### src/rtl/hwd_pkg.sv
package hwd_pkg;

   typedef struct packed {
      logic win_rd;
      logic win_wr;
      logic io_rd;
      logic io_wr;
   } hwd_dec_t;

   typedef enum logic {
      MATCH_EQ   = 1'b0,
      MATCH_XNOR = 1'b1
   } hwd_match_e;

   typedef enum logic {
      MUX_INDEX = 1'b0,
      MUX_ANDOR = 1'b1
   } hwd_mux_e;

endpackage

### src/rtl/hwd_match.sv
module hwd_match
   import hwd_pkg::*;
#(
   parameter int         W     = 4,
   parameter hwd_match_e STYLE = MATCH_EQ
) (
   input  logic [W-1:0] a,
   input  logic [W-1:0] b,
   output logic         hit
);

   if (W < 1) begin : g_bad_w
      $error("hwd_match: W must be at least 1");
   end

   if (STYLE == MATCH_EQ) begin : g_eq
      assign hit = (a == b);
   end else begin : g_xnor
      logic [W-1:0] same;
      for (genvar i = 0; i < W; i++) begin : g_bit
         assign same[i] = ~(a[i] ^ b[i]);
      end
      assign hit = &same;
   end

endmodule

### src/rtl/hwd_decode.sv
module hwd_decode
   import hwd_pkg::*;
#(
   parameter int         SEG_W  = 4,
   parameter int         BASE_W = 7,
   parameter hwd_match_e STYLE  = MATCH_EQ
) (
   input  logic [SEG_W-1:0]  seg_bits,
   input  logic [BASE_W-1:0] base_bits,
   input  logic [SEG_W-1:0]  seg_sw,
   input  logic [BASE_W-1:0] base_sw,
   input  logic              mem_rd,
   input  logic              mem_wr,
   input  logic              io_rd,
   input  logic              io_wr,
   input  logic              host_wr_en,
   output hwd_dec_t          dec
);

   logic seg_hit;
   logic base_hit;

   hwd_match #(.W(SEG_W), .STYLE(STYLE)) seg_m_i (
      .a   (seg_bits),
      .b   (seg_sw),
      .hit (seg_hit)
   );

   hwd_match #(.W(BASE_W), .STYLE(STYLE)) base_m_i (
      .a   (base_bits),
      .b   (base_sw),
      .hit (base_hit)
   );

   always_comb begin
      dec        = '0;
      dec.win_rd = mem_rd & seg_hit;
      dec.win_wr = mem_wr & seg_hit & host_wr_en;
      dec.io_rd  = io_rd & base_hit;
      dec.io_wr  = io_wr & base_hit;
   end

endmodule

### src/rtl/hwd_sel_reg.sv
module hwd_sel_reg #(
   parameter int SEL_W = 2
) (
   input  logic             clk,
   input  logic             rst_n,
   input  logic             load,
   input  logic [SEL_W-1:0] din_sel,
   input  logic             din_hwen,
   output logic [SEL_W-1:0] sel_q,
   output logic             hwen_q
);

   always_ff @(posedge clk or negedge rst_n) begin
      if (!rst_n) begin
         sel_q  <= '0;
         hwen_q <= 1'b0;
      end else if (load) begin
         sel_q  <= din_sel;
         hwen_q <= din_hwen;
      end
   end

endmodule

### src/rtl/hwd_rdmux.sv
module hwd_rdmux
   import hwd_pkg::*;
#(
   parameter int       DATA_W = 16,
   parameter int       N_MOD  = 4,
   parameter int       SEL_W  = 2,
   parameter hwd_mux_e STYLE  = MUX_INDEX
) (
   input  logic [N_MOD*DATA_W-1:0] words,
   input  logic [SEL_W-1:0]        sel,
   output logic [DATA_W-1:0]       dout
);

   if (STYLE == MUX_INDEX) begin : g_index
      logic [DATA_W-1:0] bank [N_MOD];
      for (genvar i = 0; i < N_MOD; i++) begin : g_unpack
         assign bank[i] = words[i*DATA_W +: DATA_W];
      end
      assign dout = bank[sel];
   end else begin : g_andor
      logic [DATA_W-1:0] term [N_MOD];
      for (genvar i = 0; i < N_MOD; i++) begin : g_term
         assign term[i] = {DATA_W{sel == SEL_W'(i)}} & words[i*DATA_W +: DATA_W];
      end
      always_comb begin
         dout = '0;
         for (int k = 0; k < N_MOD; k++) begin
            dout = dout | term[k];
         end
      end
   end

endmodule

### src/rtl/host_window_dec.sv
module host_window_dec
   import hwd_pkg::*;
#(
   parameter int         ADDR_W    = 20,
   parameter int         WIN_W     = 16,
   parameter int         IO_LSB    = 3,
   parameter int         IO_MSB    = 9,
   parameter int         DATA_W    = 16,
   parameter int         N_MOD     = 4,
   parameter int         SEL_PORT  = 0,
   parameter int         HWEN_BIT  = 4,
   parameter hwd_match_e MATCH_STY = MATCH_EQ,
   parameter hwd_mux_e   MUX_STY   = MUX_INDEX,
   localparam int        SEG_W     = ADDR_W - WIN_W,
   localparam int        BASE_W    = IO_MSB - IO_LSB + 1,
   localparam int        PORT_W    = IO_LSB,
   localparam int        SEL_W     = $clog2(N_MOD)
) (
   input  logic                    clk,
   input  logic                    rst_n,
   input  logic [ADDR_W-1:0]       haddr,
   input  logic                    mem_rd,
   input  logic                    mem_wr,
   input  logic                    io_rd,
   input  logic                    io_wr,
   input  logic [SEG_W-1:0]        win_seg_sw,
   input  logic [BASE_W-1:0]       io_base_sw,
   input  logic [DATA_W-1:0]       hdata_in,
   output logic [DATA_W-1:0]       hdata_out,
   output logic                    hdata_oe,
   output logic                    xcvr_en,
   output logic                    xcvr_dir,
   output logic                    win_cs,
   output logic                    io_cs,
   output logic [PORT_W-1:0]       io_port,
   output logic [SEL_W-1:0]        mod_sel,
   output logic [N_MOD-1:0]        mod_stb,
   output logic                    mod_wr,
   output logic [WIN_W-1:0]        mod_off,
   output logic [DATA_W-1:0]       mod_wdata,
   input  logic [N_MOD*DATA_W-1:0] mod_rdata
);

   if (SEG_W < 1 || IO_MSB >= WIN_W || IO_LSB < 1 || IO_MSB < IO_LSB) begin : g_bad_addr
      $error("host_window_dec: address split parameters are inconsistent");
   end
   if (N_MOD < 2 || (1 << SEL_W) != N_MOD) begin : g_bad_nmod
      $error("host_window_dec: N_MOD must be a power of two, at least 2");
   end
   if (HWEN_BIT < SEL_W || HWEN_BIT >= DATA_W) begin : g_bad_hwen
      $error("host_window_dec: HWEN_BIT overlaps the select field or exceeds the bus");
   end
   if (SEL_PORT < 0 || SEL_PORT >= (1 << PORT_W)) begin : g_bad_port
      $error("host_window_dec: SEL_PORT outside the port bank");
   end

   hwd_dec_t          dec;
   logic [SEL_W-1:0]  sel_q;
   logic              hwen_q;
   logic              sel_load;
   logic              sel_rd;
   logic [PORT_W-1:0] port_idx;
   logic [DATA_W-1:0] mux_word;
   logic [DATA_W-1:0] rb_word;

   assign port_idx = haddr[PORT_W-1:0];

   hwd_decode #(
      .SEG_W  (SEG_W),
      .BASE_W (BASE_W),
      .STYLE  (MATCH_STY)
   ) decode_i (
      .seg_bits   (haddr[ADDR_W-1:WIN_W]),
      .base_bits  (haddr[IO_MSB:IO_LSB]),
      .seg_sw     (win_seg_sw),
      .base_sw    (io_base_sw),
      .mem_rd     (mem_rd),
      .mem_wr     (mem_wr),
      .io_rd      (io_rd),
      .io_wr      (io_wr),
      .host_wr_en (hwen_q),
      .dec        (dec)
   );

   assign sel_load = dec.io_wr & (port_idx == PORT_W'(SEL_PORT));
   assign sel_rd   = dec.io_rd & (port_idx == PORT_W'(SEL_PORT));

   hwd_sel_reg #(.SEL_W(SEL_W)) sel_reg_i (
      .clk      (clk),
      .rst_n    (rst_n),
      .load     (sel_load),
      .din_sel  (hdata_in[SEL_W-1:0]),
      .din_hwen (hdata_in[HWEN_BIT]),
      .sel_q    (sel_q),
      .hwen_q   (hwen_q)
   );

   hwd_rdmux #(
      .DATA_W (DATA_W),
      .N_MOD  (N_MOD),
      .SEL_W  (SEL_W),
      .STYLE  (MUX_STY)
   ) rdmux_i (
      .words (mod_rdata),
      .sel   (sel_q),
      .dout  (mux_word)
   );

   always_comb begin
      rb_word              = '0;
      rb_word[SEL_W-1:0]   = sel_q;
      rb_word[HWEN_BIT]    = hwen_q;
   end

   assign win_cs   = dec.win_rd | dec.win_wr;
   assign io_cs    = dec.io_rd | dec.io_wr;
   assign xcvr_en  = win_cs | io_cs;
   assign xcvr_dir = dec.win_rd | dec.io_rd;
   assign hdata_oe = dec.win_rd | dec.io_rd;
   assign io_port  = io_cs ? port_idx : '0;
   assign mod_sel  = sel_q;
   assign mod_wr   = dec.win_wr;
   assign mod_off  = win_cs ? haddr[WIN_W-1:0] : '0;
   assign mod_wdata = dec.win_wr ? hdata_in : '0;

   always_comb begin
      if (dec.win_rd) begin
         hdata_out = mux_word;
      end else if (sel_rd) begin
         hdata_out = rb_word;
      end else begin
         hdata_out = '0;
      end
   end

   for (genvar i = 0; i < N_MOD; i++) begin : g_stb
      assign mod_stb[i] = win_cs & (sel_q == SEL_W'(i));
   end

endmodule

### config.mk
export PLATFORM = sky130hd
export DESIGN_NAME = host_window_dec
export DESIGN_NICKNAME = d
export VERILOG_FILES = /design/src/rtl/hwd_pkg.sv /design/src/rtl/hwd_match.sv /design/src/rtl/hwd_decode.sv /design/src/rtl/hwd_sel_reg.sv /design/src/rtl/hwd_rdmux.sv /design/src/rtl/host_window_dec.sv
export SDC_FILE = /design/constraint.sdc
export NUM_CORES = 1
export LEC_CHECK = 0
export BUFFER_PORTS_ARGS = -buffer_cell sky130_fd_sc_hd__clkbuf_2
export CAP_MARGIN = 20
export CELL_PAD_IN_SITES_DETAIL_PLACEMENT = 1
export CELL_PAD_IN_SITES_GLOBAL_PLACEMENT = 1
export CORE_MARGIN = 5
export CORE_UTILIZATION = 19
export DETAILED_ROUTE_END_ITERATION = 10
export PLACE_DENSITY_LB_ADDON = 0.2
export SKIP_LAST_GASP = 1
export SYNTH_ARGS = -nofsm -noshare
export SYNTH_HDL_FRONTEND = slang
export SYNTH_SLANG_ARGS = --single-unit
### constraint.sdc
create_clock -name clk -period 2.9 [get_ports clk]
set_input_delay 0.58 -clock clk [delete_from_list [all_inputs] [get_ports clk]]
set_output_delay 0.58 -clock clk [all_outputs]
set_load 0.01 [all_outputs]
==> impl_metrics.env <==
export IMPL_outcome="completed"
export IMPL_vias=1649
export IMPL_critical_path_required_ns=2.32
export IMPL_worstSetupPathType="flop to output port"
export IMPL_cts_sinks=3
export IMPL_cts_hold_buffers=0
export IMPL_row_count=28
export IMPL_r2r_end="sel_reg_i.sel_q[1]"
export IMPL_dp_cells=371
export IMPL_synth_compound_area_share_pct=3.736
export IMPL_synth_top_family_by_area="simple AND/OR/NAND/NOR gates"
export IMPL_post_cts_buffers=0
export IMPL_start_util_pct=19.35
export IMPL_synth_area_leaders="mux4_2 (32%), and2_2 (11%), and2_1 (10%)"
export IMPL_cap_viol_max_count=0
export IMPL_synth_most_common_cell="and2_1"
export IMPL_finalClockSkew_ns=0
export IMPL_yosys_area_share_simple_pct=40.22
export IMPL_insertion_delay_ns=0.21
export IMPL_synth_async_sr_flop_share_pct=100.0
export IMPL_cts_resized=0
export IMPL_cp_buffers_inverters=2
export IMPL_cts_tree="done"
export IMPL_synth_seq_cells=3
export IMPL_grt_total_usage_pct=15.38
export IMPL_wirelength_um=6259
export IMPL_tns_ns=0
export IMPL_layout_drive_gt1_share_pct=76.67
export IMPL_syn_num_nets=235
export IMPL_final_antenna_net_count=0
export IMPL_synth_mux_area_share_pct=34.62
export IMPL_cts_root_buf="clkbuf_8"
export IMPL_grt_first_pass_wirelength_um=9335
export IMPL_globalRouteMet1Util_pct=16.19
export IMPL_yosys_area_top_type="mux4_2"
export IMPL_max_stage_delay_ns=0.69
export IMPL_place_ws_ns=0.4028
export IMPL_synth_xor_area_share_pct=8.462
export IMPL_synthAdderAreaFrac_pct=0
export IMPL_reg2reg_slack_ns=1.78
export IMPL_syn_cell_area_um2=1139
export IMPL_stdcell_count=375
export IMPL_clockBufferDepth=2
export IMPL_yosysWarnings=0
export IMPL_fin_nets=418
export IMPL_hold_viol=0
export IMPL_first_pass_iters=4
export IMPL_critical_path_cell_chain="buf_4 -> mux4_2 -> nor2b_1 -> clkbuf_2"
export IMPL_drv_slew=0
export IMPL_end_kind="output port"
export IMPL_viasPerCell=4.397
export IMPL_worst_slew_pin_transition_ns=0.6690
export IMPL_diodes=0
export IMPL_cts_buffers_inserted=3
export IMPL_antenna_found_initial=0
export IMPL_fp_coreArea_um2=5886
export IMPL_grt_pass1_vias=1888
export IMPL_synth_top_area_share_pct=31.65
export IMPL_final_min_clock_period_ns=2.599
export IMPL_synth_edf_count=0
export IMPL_path_clk_slew_ns=0.03
export IMPL_max_slew_margin_pct=55.40
export IMPL_fp_dieH_um=87.41
export IMPL_arrival_ns=2.02
export IMPL_portBuffers=179
export IMPL_grt_use_met3_pct=3.784
export IMPL_synth_flop_cell="dfrtp_1"
export IMPL_grt_max_degree=18
export IMPL_cp_slowest_cell="dfrtp_1"
export IMPL_avgSynthCellArea_um2=9.649
export IMPL_drc=0
export IMPL_r2r_start="sel_reg_i.sel_q[1]"
export IMPL_die_area_um2=7641
export IMPL_setup_ws_ns=0.3009
export IMPL_p_leak_nw=1.220
export IMPL_reg2reg_depth=1
export IMPL_synthTopCellsByCount="and2_1 (19), and2_2 (16), mux4_2 (16), nor2b_1 (12), xnor2_1 (11)"
export IMPL_rsz0062_at_grt="false"
export IMPL_met2_usage_pct=31.03
export IMPL_routedWlPerCell_um=16.69
export IMPL_hp_class="primary input to async pin"
export IMPL_synth_seq_area_share_pct=6.593
export IMPL_busiest_layer="met2"
export IMPL_ir_worst_vdd_uv=142.4
export IMPL_gp_congestion=0.7580
export IMPL_crit_fanout=13
export IMPL_die_w_um=87.41
export IMPL_num_io_pins=180
export IMPL_dpl_hpwl_um=5757
export IMPL_p_per_area_nw_per_um2=157.0
export IMPL_synth_cell_types=30
export IMPL_crit_path_start_kind="flop"
export IMPL_grt_overflow_total=0
export IMPL_area_growth_pct=90.44
export IMPL_drt_initial_drc_count=28
export IMPL_fmax_mhz=384.7
export IMPL_fin_crit_sh_pct=89.63
export IMPL_netlist_instances=118
export IMPL_num_fill_cells=761
export IMPL_finalSetupViolations=0
export IMPL_crit_family="flip-flops"
export IMPL_h_tree_depth=1
[worst max path at each step]
stage	startpoint	to	slack [ns]	cells after the start
6_report	sel_reg_i.sel_q[0]	hdata_out[5]	0.30	4
3_5_place_dp	win_seg_sw[3]	hdata_out[0]	0.40	6
5_1_grt	sel_reg_i.sel_q[0]	hdata_out[5]	0.15	4
2_1_floorplan	win_seg_sw[2]	hdata_out[10]	0.65	6
4_1_cts	sel_reg_i.sel_q[0]	hdata_out[5]	0.25	4
3_3_place_gp	win_seg_sw[2]	hdata_out[0]	0.48	6
[logic make-up (layout without fill, tap and decap cells)]
logic type      count (synthesis)  in the layout
compound gates                  5              5
buf+inv                        11            193
simple gates                   69             69
xor+xnor                       11             11
flops                           3              3
mux                            19             19
[flip-flops by register name, indices dropped and copies added (netlist names)]
register	count
sel_reg_i.hwen_q	1
sel_reg_i.sel_q	2
[stage by stage]
step	utilization (%)	hold slack, ns	instance area, um^2	power, mW
2_1_floorplan	-	0.2844	1139	0.1189
3_3_place_gp	36.08	0.3783	2123	0.2178
3_5_place_dp	36.08	0.3797	2123	0.2239
4_1_cts	36.84	0.1549	2168	0.3474
5_1_grt	36.84	0.1566	2168	0.3674
6_report	36.84	0.1577	2168	0.3405
[per-layer routing]
| metal | share of wire (%) | wire (um) |
|---|---|---|
| met3 | 11 | 673 |
| met4 | 0.37 | 23 |
| met2 | 55 | 3470 |
| met1 | 33 | 2092 |
| met5 | 0 | 0 |
[cell type report]
type	instances	area (um^2)	area share (%)
timing repair buffer	187	955.9	44.09
inverter	2	7.507	0.3462
tap	75	93.84	4.328
clock buffer	4	45.04	2.077
multi-input combinational	104	991.0	45.70
sequential	3	75.07	3.462
[cells in the final DEF (no fill, tap or decap), drive strengths merged, types with 2 or more instances in the layout]
master,count
nor3,3
inv,2
dfrtp,3
mux4,16
xnor2,11
nor4b,2
nor2b,13
clkbuf,183
or2,2
nand4,2
mux2,3
nor2,3
nand2,2
a41o,3
and2,35
buf,8
nor3b,3
[where the power goes]
part | switching [mW] | leakage [nW] | internal, mW
Combinational | 0.0648 | 1.16 | 0.109
Sequential | 0.00411 | 0.0418 | 0.0431
Clock | 0.0259 | 0.0228 | 0.0936
Total | 0.0948 | 1.22 | 0.246
Note: power is estimated with default switching activity, not from simulation.
